===== src/rtl/irq_arb_pkg.sv =====
package irq_arb_pkg;
  localparam int unsigned LVL_W = 10;
  typedef logic signed [LVL_W-1:0] lvl_t;

  localparam lvl_t LVL_NMI  = -10'sd2;
  localparam lvl_t LVL_HF   = -10'sd1;
  localparam lvl_t LVL_NONE = 10'sd256;

  localparam int unsigned EXC_NMI  = 2;
  localparam int unsigned EXC_HF   = 3;
  localparam int unsigned EXC_SVC  = 11;
  localparam int unsigned EXC_PSV  = 14;
  localparam int unsigned EXC_TICK = 15;
  localparam int unsigned EXC_EXT0 = 16;

  localparam int unsigned IDX_ENA_SET = 0;
  localparam int unsigned IDX_ENA_CLR = 1;
  localparam int unsigned IDX_PND_SET = 2;
  localparam int unsigned IDX_PND_CLR = 3;
  localparam int unsigned IDX_SYS     = 4;

  // system control bits at IDX_SYS
  localparam int unsigned SB_PSV_SET  = 0;
  localparam int unsigned SB_PSV_CLR  = 1;
  localparam int unsigned SB_TICK_CLR = 2;
  localparam int unsigned SB_TEN_SET  = 3;
  localparam int unsigned SB_TEN_CLR  = 4;
  localparam int unsigned SB_MSK_SET  = 5;
  localparam int unsigned SB_MSK_CLR  = 6;

  function automatic lvl_t code2lvl(input logic [1:0] c);
    return lvl_t'({2'b00, c, 6'b000000});
  endfunction

  // clear beats set
  function automatic logic nxt(input logic q, input logic set, input logic clr);
    return (q | set) & ~clr;
  endfunction

  // exception number of programmable entry e
  function automatic int unsigned ent_num(input int unsigned e);
    case (e)
      0:       return EXC_SVC;
      1:       return EXC_PSV;
      2:       return EXC_TICK;
      default: return EXC_EXT0 + e - 3;
    endcase
  endfunction
endpackage


===== src/rtl/irq_line_bank.sv =====
module irq_line_bank
  import irq_arb_pkg::*;
#(
  parameter int unsigned NUM_IRQ = 32,
  parameter int unsigned NUM_W   = 6
) (
  input  logic               clk_i,
  input  logic               rst_ni,
  input  logic [NUM_IRQ-1:0] irq_i,
  input  logic [NUM_IRQ-1:0] ena_set_i,
  input  logic [NUM_IRQ-1:0] ena_clr_i,
  input  logic [NUM_IRQ-1:0] pnd_set_i,
  input  logic [NUM_IRQ-1:0] pnd_clr_i,
  input  logic               ack_i,
  input  logic [NUM_W-1:0]   ack_num_i,
  output logic [NUM_IRQ-1:0] pend_o,
  output logic [NUM_IRQ-1:0] en_o
);
  for (genvar k = 0; k < NUM_IRQ; k++) begin : g_line
    logic ack_hit;
    assign ack_hit = ack_i && (ack_num_i == NUM_W'(EXC_EXT0 + k));

    always_ff @(posedge clk_i or negedge rst_ni) begin
      if (!rst_ni) begin
        pend_o[k] <= 1'b0;
        en_o[k]   <= 1'b0;
      end else begin
        pend_o[k] <= nxt(pend_o[k], irq_i[k] | pnd_set_i[k], pnd_clr_i[k] | ack_hit);
        en_o[k]   <= nxt(en_o[k], ena_set_i[k], ena_clr_i[k]);
      end
    end
  end
endmodule


===== src/rtl/irq_prio_file.sv =====
module irq_prio_file
  import irq_arb_pkg::*;
#(
  parameter int unsigned NUM_IRQ = 32,
  parameter int unsigned NUM_W   = 6,
  localparam int unsigned NENT   = NUM_IRQ + 3
) (
  input  logic             clk_i,
  input  logic             rst_ni,
  input  logic             wr_en_i,
  input  logic [NUM_W-1:0] wr_idx_i,
  input  logic [1:0]       wr_code_i,
  output logic [1:0]       code_o [NENT]
);
  for (genvar e = 0; e < NENT; e++) begin : g_ent
    localparam int unsigned IDX = ent_num(e);
    always_ff @(posedge clk_i or negedge rst_ni) begin
      if (!rst_ni)                                    code_o[e] <= 2'b00;
      else if (wr_en_i && wr_idx_i == NUM_W'(IDX))    code_o[e] <= wr_code_i;
    end
  end
endmodule


===== src/rtl/irq_sys_state.sv =====
module irq_sys_state
  import irq_arb_pkg::*;
#(
  parameter int unsigned NUM_W = 6
) (
  input  logic             clk_i,
  input  logic             rst_ni,
  input  logic             nmi_i,
  input  logic             hf_req_i,
  input  logic             svc_req_i,
  input  logic             tick_req_i,
  input  logic             sys_wr_i,
  input  logic [6:0]       sys_bits_i,
  input  logic             ack_i,
  input  logic [NUM_W-1:0] ack_num_i,
  input  lvl_t             svc_lvl_i,
  input  lvl_t             cur_prio_i,
  output logic             nmi_pend_o,
  output logic             hf_pend_o,
  output logic             svc_pend_o,
  output logic             psv_pend_o,
  output logic             tick_pend_o,
  output logic             tick_en_o,
  output logic             mask_o
);
  logic [6:0] sb;
  logic svc_esc, svc_ok;
  logic ack_nmi, ack_hf, ack_svc, ack_psv, ack_tick;

  assign sb       = sys_wr_i ? sys_bits_i : 7'b0;
  // current priority at or above the call's own level
  assign svc_esc  = svc_req_i && (svc_lvl_i >= cur_prio_i);
  assign svc_ok   = svc_req_i && !svc_esc;
  assign ack_nmi  = ack_i && ack_num_i == NUM_W'(EXC_NMI);
  assign ack_hf   = ack_i && ack_num_i == NUM_W'(EXC_HF);
  assign ack_svc  = ack_i && ack_num_i == NUM_W'(EXC_SVC);
  assign ack_psv  = ack_i && ack_num_i == NUM_W'(EXC_PSV);
  assign ack_tick = ack_i && ack_num_i == NUM_W'(EXC_TICK);

  always_ff @(posedge clk_i or negedge rst_ni) begin
    if (!rst_ni) begin
      nmi_pend_o  <= 1'b0;
      hf_pend_o   <= 1'b0;
      svc_pend_o  <= 1'b0;
      psv_pend_o  <= 1'b0;
      tick_pend_o <= 1'b0;
      tick_en_o   <= 1'b0;
      mask_o      <= 1'b0;
    end else begin
      nmi_pend_o  <= nxt(nmi_pend_o, nmi_i, ack_nmi);
      hf_pend_o   <= nxt(hf_pend_o, hf_req_i | svc_esc, ack_hf);
      svc_pend_o  <= nxt(svc_pend_o, svc_ok, ack_svc);
      psv_pend_o  <= nxt(psv_pend_o, sb[SB_PSV_SET], sb[SB_PSV_CLR] | ack_psv);
      tick_pend_o <= nxt(tick_pend_o, tick_req_i, sb[SB_TICK_CLR] | ack_tick);
      tick_en_o   <= nxt(tick_en_o, sb[SB_TEN_SET], sb[SB_TEN_CLR]);
      mask_o      <= nxt(mask_o, sb[SB_MSK_SET], sb[SB_MSK_CLR]);
    end
  end
endmodule


===== src/rtl/irq_pick.sv =====
module irq_pick
  import irq_arb_pkg::*;
#(
  parameter int unsigned NSRC  = 37,
  parameter int unsigned NUM_W = 6
) (
  input  logic [NSRC-1:0]  vld_i,
  input  lvl_t             lvl_i [NSRC],
  input  logic [NUM_W-1:0] num_i [NSRC],
  input  lvl_t             cur_prio_i,
  output logic             take_o,
  output logic [NUM_W-1:0] num_o,
  output lvl_t             lvl_o
);
  logic             best_v;
  lvl_t             best_l;
  logic [NUM_W-1:0] best_n;

  // sources ordered by ascending number; strict compare keeps the lower one on ties
  always_comb begin
    best_v = 1'b0;
    best_l = LVL_NONE;
    best_n = '0;
    for (int i = 0; i < NSRC; i++) begin
      if (vld_i[i] && (!best_v || lvl_i[i] < best_l)) begin
        best_v = 1'b1;
        best_l = lvl_i[i];
        best_n = num_i[i];
      end
    end
  end

  assign num_o  = best_n;
  assign lvl_o  = best_l;
  assign take_o = best_v && (best_l < cur_prio_i);
endmodule


===== src/rtl/irq_prio_arb.sv =====
module irq_prio_arb
  import irq_arb_pkg::*;
#(
  parameter int unsigned NUM_IRQ = 32,
  localparam int unsigned NUM_W  = $clog2(EXC_EXT0 + NUM_IRQ)
) (
  input  logic               clk_i,
  input  logic               rst_ni,
  input  logic [NUM_IRQ-1:0] irq_i,
  input  logic               nmi_i,
  input  logic               hf_req_i,
  input  logic               svc_req_i,
  input  logic               tick_req_i,
  input  logic               wr_en_i,
  input  logic [NUM_W-1:0]   wr_idx_i,
  input  logic [31:0]        wr_data_i,
  input  logic               ack_i,
  input  logic [NUM_W-1:0]   ack_num_i,
  input  logic signed [9:0]  cur_prio_i,
  output logic               take_o,
  output logic [NUM_W-1:0]   exc_num_o,
  output logic signed [9:0]  exc_prio_o
);
  localparam int unsigned NENT = NUM_IRQ + 3;
  localparam int unsigned NSRC = NUM_IRQ + 5;

  logic sel_es, sel_ec, sel_ps, sel_pc, sel_sys;
  logic [NUM_IRQ-1:0] dat, ext_pend, ext_en;
  logic [1:0] code [NENT];
  logic nmi_pend, hf_pend, svc_pend, psv_pend, tick_pend, tick_en, mask_q;

  logic [NSRC-1:0]  vld;
  lvl_t             lvl [NSRC];
  logic [NUM_W-1:0] num [NSRC];

  assign dat     = wr_data_i[NUM_IRQ-1:0];
  assign sel_es  = wr_en_i && wr_idx_i == NUM_W'(IDX_ENA_SET);
  assign sel_ec  = wr_en_i && wr_idx_i == NUM_W'(IDX_ENA_CLR);
  assign sel_ps  = wr_en_i && wr_idx_i == NUM_W'(IDX_PND_SET);
  assign sel_pc  = wr_en_i && wr_idx_i == NUM_W'(IDX_PND_CLR);
  assign sel_sys = wr_en_i && wr_idx_i == NUM_W'(IDX_SYS);

  irq_line_bank #(.NUM_IRQ(NUM_IRQ), .NUM_W(NUM_W)) i_bank (
    .clk_i     (clk_i),
    .rst_ni    (rst_ni),
    .irq_i     (irq_i),
    .ena_set_i ({NUM_IRQ{sel_es}} & dat),
    .ena_clr_i ({NUM_IRQ{sel_ec}} & dat),
    .pnd_set_i ({NUM_IRQ{sel_ps}} & dat),
    .pnd_clr_i ({NUM_IRQ{sel_pc}} & dat),
    .ack_i     (ack_i),
    .ack_num_i (ack_num_i),
    .pend_o    (ext_pend),
    .en_o      (ext_en)
  );

  irq_prio_file #(.NUM_IRQ(NUM_IRQ), .NUM_W(NUM_W)) i_prio (
    .clk_i     (clk_i),
    .rst_ni    (rst_ni),
    .wr_en_i   (wr_en_i),
    .wr_idx_i  (wr_idx_i),
    .wr_code_i (wr_data_i[7:6]),
    .code_o    (code)
  );

  irq_sys_state #(.NUM_W(NUM_W)) i_sys (
    .clk_i       (clk_i),
    .rst_ni      (rst_ni),
    .nmi_i       (nmi_i),
    .hf_req_i    (hf_req_i),
    .svc_req_i   (svc_req_i),
    .tick_req_i  (tick_req_i),
    .sys_wr_i    (sel_sys),
    .sys_bits_i  (wr_data_i[6:0]),
    .ack_i       (ack_i),
    .ack_num_i   (ack_num_i),
    .svc_lvl_i   (code2lvl(code[0])),
    .cur_prio_i  (cur_prio_i),
    .nmi_pend_o  (nmi_pend),
    .hf_pend_o   (hf_pend),
    .svc_pend_o  (svc_pend),
    .psv_pend_o  (psv_pend),
    .tick_pend_o (tick_pend),
    .tick_en_o   (tick_en),
    .mask_o      (mask_q)
  );

  always_comb begin
    vld[0] = nmi_pend;             lvl[0] = LVL_NMI;           num[0] = NUM_W'(EXC_NMI);
    vld[1] = hf_pend;              lvl[1] = LVL_HF;            num[1] = NUM_W'(EXC_HF);
    vld[2] = svc_pend & ~mask_q;   lvl[2] = code2lvl(code[0]); num[2] = NUM_W'(EXC_SVC);
    vld[3] = psv_pend & ~mask_q;   lvl[3] = code2lvl(code[1]); num[3] = NUM_W'(EXC_PSV);
    vld[4] = tick_pend & tick_en & ~mask_q;
    lvl[4] = code2lvl(code[2]);    num[4] = NUM_W'(EXC_TICK);
    for (int k = 0; k < NUM_IRQ; k++) begin
      vld[5+k] = ext_pend[k] & ext_en[k] & ~mask_q;
      lvl[5+k] = code2lvl(code[3+k]);
      num[5+k] = NUM_W'(EXC_EXT0 + k);
    end
  end

  irq_pick #(.NSRC(NSRC), .NUM_W(NUM_W)) i_pick (
    .vld_i      (vld),
    .lvl_i      (lvl),
    .num_i      (num),
    .cur_prio_i (cur_prio_i),
    .take_o     (take_o),
    .num_o      (exc_num_o),
    .lvl_o      (exc_prio_o)
  );
endmodule


===== config.mk =====
export PLATFORM = sky130hd
export DESIGN_NAME = irq_prio_arb
export DESIGN_NICKNAME = d
export VERILOG_FILES = /design/src/rtl/irq_arb_pkg.sv /design/src/rtl/irq_line_bank.sv /design/src/rtl/irq_prio_file.sv /design/src/rtl/irq_sys_state.sv /design/src/rtl/irq_pick.sv /design/src/rtl/irq_prio_arb.sv
export SDC_FILE = /design/constraint.sdc
export NUM_CORES = 1
export LEC_CHECK = 0
export BUFFER_PORTS_ARGS = -buffer_cell sky130_fd_sc_hd__buf_4
export CAP_MARGIN = 20
export CELL_PAD_IN_SITES_DETAIL_PLACEMENT = 0
export CELL_PAD_IN_SITES_GLOBAL_PLACEMENT = 2
export CORE_UTILIZATION = 34
export CTS_BUF_LIST = sky130_fd_sc_hd__clkbuf_4 sky130_fd_sc_hd__clkbuf_8 sky130_fd_sc_hd__clkbuf_16
export CTS_CLUSTER_SIZE = 16
export DETAILED_ROUTE_END_ITERATION = 10
export PLACE_DENSITY = 0.74
export SYNTH_ARGS = -nofsm -noshare
export SYNTH_HDL_FRONTEND = slang
export SYNTH_SLANG_ARGS = --single-unit

===== constraint.sdc =====
create_clock -name clk_i -period 43.3 [get_ports clk_i]
set_clock_uncertainty 0.15 [all_clocks]
set_input_delay 2.165 -clock clk_i [delete_from_list [all_inputs] [get_ports clk_i]]
set_output_delay 2.165 -clock clk_i [all_outputs]
set_load 0.02 [all_outputs]

==> results of run 1 <==
[per-stage QoR]
stage,util [%],cells
floorplan,-,1217
global placement,43.4,1862
detailed placement,43.4,1862
CTS,47.0,1919
global route,51.0,1959
finish,51.0,1959
[layout make-up]
| type | instances | share of cell area [%] |
|---|---|---|
| clock buffer | 19 | 2.84 |
| tap | 396 | 3.15 |
| clock inverter | 13 | 1.13 |
| inverter | 43 | 1.06 |
| multi-input combinational | 978 | 51.4 |
| sequential | 141 | 22.4 |
| timing repair buffer | 369 | 18.1 |
[flip-flops by register name, indices dropped and copies added (netlist names)]
register,cells
i_prio.code_o,70
i_bank.en_o,32
i_bank.pend_o,32
i_sys.hf_pend_o,1
i_sys.mask_o,1
i_sys.nmi_pend_o,1
i_sys.psv_pend_o,1
i_sys.svc_pend_o,1
i_sys.tick_en_o,1
i_sys.tick_pend_o,1
[power by group through the flow]
stage / clock network [mW] / registers (mW) / logic, mW
2_1_floorplan: 0 / 0.157 / 0.0370
3_3_place_gp: 0 / 0.163 / 0.0627
3_5_place_dp: 0 / 0.163 / 0.0640
4_1_cts: 0.163 / 0.161 / 0.0664
5_1_grt: 0.169 / 0.165 / 0.0805
6_report: 0.161 / 0.163 / 0.0731
[worst max path at each step]
stage             end  slack, ns  cells past startpoint
2_1_floorplan  take_o       0.04                    236
3_3_place_gp   take_o      -1.89                    233
3_5_place_dp   take_o      -2.55                    234
4_1_cts        take_o      -0.95                    240
5_1_grt        take_o      -2.77                    239
6_report       take_o      -0.65                    239
[per-layer routing]
| layer | track usage, % | vias to the layer above | wire length [µm] |
|---|---|---|---|
| li1 | - | 5331 | - |
| met1 | 37.8 | 5566 | 20800 |
| met2 | 40.3 | 318 | 19200 |
| met3 | 2.51 | 43 | 1880 |
| met4 | 7.38 | 0 | 852 |
| met5 | 0 | - | 0 |
[logic make-up (layout without fill, tap and decap cells)]
| family | Yosys count | after routing |
|---|---|---|
| simple gates | 382 | 382 |
| compound gates | 438 | 438 |
| mux | 79 | 79 |
| buf+inv | 98 | 444 |
| flops | 141 | 141 |
| fa+ha+maj | 79 | 79 |
[critical path: cells and delay by family (launching register included)]
family	cells	cell delay (ns)
buffers and inverters	22	2.87
AOI/OAI and AO/OA	125	19.81
and+or+nand+nor	50	6.81
DFF	1	0.40
adders and majority gates	35	9.39
muxes	7	1.84
[layout by cell type (no fill, tap or decap), drive strengths merged, types with 15 or more instances in the layout]
cell    instances
ha             79
a221oi         37
o21a           20
a21o           27
mux2           70
nand3          36
a211oi         42
a22oi          18
nand2b         15
nand2         116
inv            50
a31oi          17
nor2           84
a21oi         138
buf           369
dfrtp         141
clkbuf         19
nand4          15
o21ai          53
nor3           30
[what timing repair did]
item | CTS | global route
setup endpoints to repair | 10 | 10
pin swaps | 30 | 157
resized for setup | 74 | 189
setup buffers | 25 | 44
==> impl_results.md, run 1 <==
* Run status: complete, but fails checks
* Failing checks: negative setup slack
* R2r setup slk at 41.25 ns
* Multi-input gate area at 8090 µm²
* RSZ-0062 raised after global routing: yes
* P_sw at 123 µW
* Nets at 1723
* Switching share of power at 31.0%
* Main flop type after synthesis: dfrtp_1
* Root Buffer: clkbuf_16
* EDFF count, synth at 0
* Cell row count at 64
* Worst-path clk slew at 0.07 ns
* Clock latency on the worst-skew pair at 0.43 ns
* DRC Markers at 0
* Routed vias/inst at 5.75
* Reg-to-Reg Start: i_prio.code_o[68]
* Placer Congestion at 0.890
* Most frequent cell after synthesis: dfrtp_1
* CTS Buf Count at 17
* Die area at 32500 µm²
* Tmin final at 43.95 ns
* Top cells by count, synth: 141 x dfrtp_1, 137 x a21oi_1, 115 x nand2_1, 83 x nor2_1, 79 x ha_1
* DRT antenna net count at 0
* Global-route usage over all layers at 25.9%
* Routed length per instance at 21.9 µm
* Share of cells above drive strength 1 at 45.0%
* Crit Path Category: flop to primary output
* CTS H-tree lvls at 4
* Ant diodes at 0
* CP startpoint kind: flop
* IO Pins at 111
* Syn Area/Cell at 8.88 µm²
* Clock power share at 40.5%
* Gr ovfl total at 0
* Core box area at 30900 µm²
* Slowest stage delay, CP at 0.50 ns
* Reg2reg end: i_sys.svc_pend_o
* Worst setup EP type: primary output
* Die H at 180 µm
* First-pass GRT wire length at 64.2 mm
* Fin Setup TNS at -0.955 ns
* WHS Endpoint: i_bank.en_o[30]
* R2r worst-path depth at 8
* Crit path DAT at 41.64 ns
* Final hold vios at 0
* Gate Count Post-Synth at 1217
* First-pass DRT Iterations at 5
* Register area at 3530 µm²
* Initial drt markers at 703
* Largest net degree at the start of global routing at 78
* Tot Pwr at 397 µW
* Pint at 274 µW
* Placement Cell Area at 13400 µm²
* Most frequent CP cell: ha_1
* Die Wd at 180 µm
* Starting Density at 34.9%
* P&R area growth vs syn at 45.8%
* Peak Freq at 22.8 MHz
* PnR worst setup slack at -0.651 ns
* Max VDD drop at 0.0262 mV
* Largest family of logic cells by synthesized area: compound AO/OA/AOI/OAI gates
* Synthesized area at 10800 µm²
* Synth cell types at 90
* Via count at 11.3k
* Total Wirelength at 42.8 mm
* Seq pwr share at 41.1%
* Critical Path Source: i_sys.hf_pend_o
* Cell area after layout at 15800 µm²
* Max cap viols at 0
* Max-slew headroom at 35.3%
* Worst-margin pin slew at 0.963 ns
* Port bufs at 110
* Hold_buf cts at 0
* Min-Delay Path Depth at 2
* Share of the synthesized area in the top cell type at 32.7%
* Post-Synth Adder-Cell Area at 9.15%
* Yosys reg bits at 141
* Fillers at 2916
* Leading area contributor after synthesis: dfrtp_1
* Comb pwr share at 18.4%
* Slew Viols, Final at 0
* Required time worst endpoint at 40.99 ns
* Clk sinks at 141
* Hold path start: i_bank.en_o[30]
* Proportion of synthesized area in mux cells at 8.13%
* Hpwl dp at 31.9 mm
* Vias in the first global route at 10.9k
* Pwr per Cell Area at 25.2 nW/µm²
* Antenna violations before repair at 0
* Final Cycle Share at 102%
* Syn Nets at 1390
* TritonCTS clock tree: yes
* Pre-CTS setup slack at -2.55 ns
* Post-Synth XOR/XNOR Area at 0%
* Yosys warns at 0
* Async SR Flop Fraction at 100%
* Post-Synth Simple-Gate Area at 17.7%
* Final setup fails at 4
* Hold slack at 0.377 ns
* Leakage at 7.24 nW
* Slowest cell on crit path: a2111o_1
* Seq/Total Area, Yosys at 32.7%
* Worst-path fanout max at 6
* Synth Area in Compound Gates at 28.5%
* Largest cells by area after synthesis: dfrtp_1 33%, ha_1 9.2%, mux2_2 7.3%
* Worst hold path type: flop to flop
* CTS Buffer Depth at 2
No activity file was read; power rests on OpenSTA's default activity.
==> inputs of run 2 (changes only) <==
--- a/config.mk
+++ b/config.mk
@@ -5,7 +5,7 @@
 export SDC_FILE = /design/constraint.sdc
 export NUM_CORES = 1
 export LEC_CHECK = 0
-export BUFFER_PORTS_ARGS = -buffer_cell sky130_fd_sc_hd__buf_4
+export BUFFER_PORTS_ARGS = -buffer_cell sky130_fd_sc_hd__buf_2
 export CAP_MARGIN = 20
 export CELL_PAD_IN_SITES_DETAIL_PLACEMENT = 0
 export CELL_PAD_IN_SITES_GLOBAL_PLACEMENT = 2
@@ -14,6 +14,7 @@
 export CTS_CLUSTER_SIZE = 16
 export DETAILED_ROUTE_END_ITERATION = 10
 export PLACE_DENSITY = 0.74
+export SKIP_LAST_GASP = 1
 export SYNTH_ARGS = -nofsm -noshare
 export SYNTH_HDL_FRONTEND = slang
 export SYNTH_SLANG_ARGS = --single-unit
==> run 2 against run 1 <==
The run still ends with negative setup slack left. Die area is the same. Total power is essentially flat. Critical path depth is 1 higher. Flip-flop and latch count is the same. Cell count rose by 1.4%. Fmax shrank 0.35%. Via count is 2.2% higher. Cell area hardly changed. Worst setup slack got worse by 0.16 ns. Largest power group unchanged. Highest routed layer unchanged.
==> impl_results.md, run 2 (synthesis gave the netlist of run 1 again) <==
* Seq pwr share at 41.2% (was 41.1%)
* Crit Path Category: flop to primary output (unchanged)
* Starting Density at 34.9% (unchanged)
* Die H at 180 µm (unchanged)
* Non-Filler Instances at 1987 (was 1959)
* Reg2reg end: i_sys.svc_pend_o (unchanged)
* Clk sinks at 141 (unchanged)
* CTS Buf Count at 17 (unchanged)
* Worst setup EP type: primary output (unchanged)
* Worst-margin pin slew at 1.02 ns (was 0.963 ns)
* PnR worst setup slack at -0.806 ns (was -0.651 ns)
* R2r setup slk at 41.20 ns (was 41.25 ns)
* Fillers at 2871 (was 2916)
* Root Buffer: clkbuf_16 (unchanged)
* CP startpoint kind: flop (unchanged)
* TritonCTS clock tree: yes (unchanged)
* Tmin final at 44.11 ns (was 43.95 ns)
* Final core utilization at 51.0% (about the same)
* Placer Congestion at 0.912 (was 0.890)
* Switching share of power at 31.0% (about the same)
* Largest Register: i_prio.code_o (unchanged)
* Worst hold path type: flop to flop (unchanged)
* Tot Pwr at 397 µW (about the same)
* Antenna violations before repair at 0 (unchanged)
* Hpwl dp at 32.1 mm (was 31.9 mm)
* Slew Viols, Final at 0 (unchanged)
* Initial drt markers at 691 (was 703)
* P_sw at 123 µW (about the same)
* Routed vias/inst at 5.79 (was 5.75)
* Worst-path clk slew at 0.07 ns (about the same)
* Total Wirelength at 44.0 mm (was 42.8 mm)
* Top flop regs: i_prio.code_o (70), i_bank.en_o (32), i_bank.pend_o (32) (unchanged)
* Failing checks: negative setup slack (unchanged)
* Die Wd at 180 µm (unchanged)
* Routed length per instance at 22.2 µm (was 21.9 µm)
* DRC Markers at 0 (unchanged)
* Critical Path Source: i_sys.hf_pend_o (unchanged)
* Run status: complete, but fails checks (unchanged)
* Slowest stage delay, CP at 0.48 ns (was 0.50 ns)
* CTS H-tree lvls at 4 (unchanged)
* Global-route usage over all layers at 26.4% (was 25.9%)
* Leakage at 7.30 nW (was 7.24 nW)
* Ant diodes at 0 (unchanged)
* Slowest cell on crit path: a2111o_1 (unchanged)
* Peak Freq at 22.7 MHz (was 22.8 MHz)
* Max VDD drop at 0.0233 mV (was 0.0262 mV)
* P&R area growth vs syn at 45.9% (was 45.8%)
* Crit path DAT at 41.79 ns (was 41.64 ns)
* Required time worst endpoint at 40.99 ns (about the same)
* Placed Cells at 1864 (was 1862)
* RSZ-0062 raised after global routing: yes (unchanged)
* First-pass DRT Iterations at 5 (unchanged)
* Die area at 32500 µm² (unchanged)
* Final Cycle Share at 102% (about the same)
* Reg-to-Reg Start: i_prio.code_o[68] (unchanged)
* Comb pwr share at 17.8% (was 18.4%)
* Hold path start: i_bank.en_o[8] (was i_bank.en_o[30])
* R2r worst-path depth at 8 (unchanged)
* DRT antenna net count at 0 (unchanged)
* Final hold vios at 0 (unchanged)
* Clock power share at 41.0% (was 40.5%)
* Commonest cells after routing, fill and taps aside: 270 x buf_4, 141 x dfrtp_1, 103 x buf_2 (was 349 x buf_4, 141 x dfrtp_1, 102 x a21oi_1)
* Final setup fails at 8 (was 4)
* Cell row count at 64 (unchanged)
* WHS Endpoint: i_bank.en_o[8] (was i_bank.en_o[30])
* First-pass GRT wire length at 65.5 mm (was 64.2 mm)
* Placement Cell Area at 13200 µm² (was 13400 µm²)
* Pwr per Cell Area at 25.2 nW/µm² (about the same)
* Hold slack at 0.378 ns (was 0.377 ns)
* Min-Delay Path Depth at 2 (unchanged)
* Max reg flops at 70 (unchanged)
* Share of cells above drive strength 1 at 45.5% (was 45.0%)
* Pint at 274 µW (about the same)
* Cell area after layout at 15800 µm² (about the same)
* Max-slew headroom at 32.0% (was 35.3%)
* Largest net degree at the start of global routing at 81 (was 78)
* Core box area at 30900 µm² (unchanged)
* Most frequent CP cell: ha_1 (unchanged)
* CTS Buffer Depth at 2 (unchanged)
* IO Pins at 111 (unchanged)
* Worst-path fanout max at 6 (unchanged)
* Gr ovfl total at 0 (unchanged)
* Commonest non-fill, non-tap cell in the layout: buf_4 (unchanged)
* Clock latency on the worst-skew pair at 0.43 ns (about the same)
* Vias in the first global route at 11.0k (was 10.9k)
* Max cap viols at 0 (unchanged)
* Nets at 1751 (was 1723)
* Port bufs at 110 (unchanged)
* Via count at 11.5k (was 11.3k)
-- run 2: worst max-delay path by stage --
stage | endpoint | slack, ns
floorplan | take_o | 0.04
global placement | take_o | -1.98
detailed placement | take_o | -2.58
CTS | take_o | -0.64
global route | take_o | -2.77
finish | take_o | -0.81
-- run 2: metal layers --
metal	wire [µm]	track usage (%)	part of all wire (%)
met1	20900	38.4	47
met2	20100	41.5	46
met3	2180	2.71	4.9
met4	889	7.28	2.0
met5	0	0	0
-- run 2: timing repair --
item,4_1_cts,5_1_grt
pin swaps,46,150
buffers inserted,45,48
resized for setup,94,174
hold buffers,0,0
endpoints found under the setup margin,10,10
-- run 2: final cells by class --
cell class	count	area [µm²]	share of cell area, %
repair buffers	397	2820	17.9
multi-input cells	978	8120	51.5
clock buffers	18	433	2.75
flip-flops and latches	141	3530	22.4
well taps	396	495	3.14
inverters	43	166	1.06
clock inverters	14	193	1.22
-- run 2: power groups by stage --
stage / Sequential [mW] / Clock (mW) / Combinational [mW]
2_1_floorplan: 0.157 / 0 / 0.0370
3_3_place_gp: 0.163 / 0 / 0.0606
3_5_place_dp: 0.163 / 0 / 0.0619
4_1_cts: 0.161 / 0.165 / 0.0645
5_1_grt: 0.165 / 0.171 / 0.0779
6_report: 0.164 / 0.163 / 0.0708
-- run 2: critical path: cells and delay by family, from the launching register on --
family,cells,cell delay (ns)
AOI/OAI and AO/OA,129,19.93
adders and majority gates,35,9.39
muxes,7,1.85
and+or+nand+nor,48,7.06
DFF,1,0.40
buffers and inverters,21,2.66
-- run 2: through the flow --
step	TNS, ns	setup WS, ns
floorplan	0	0.0418
CTS	-0.903	-0.640
global placement	-13.63	-1.98
detailed placement	-19.47	-2.58
global route	-21.09	-2.77
finish	-2.01	-0.806
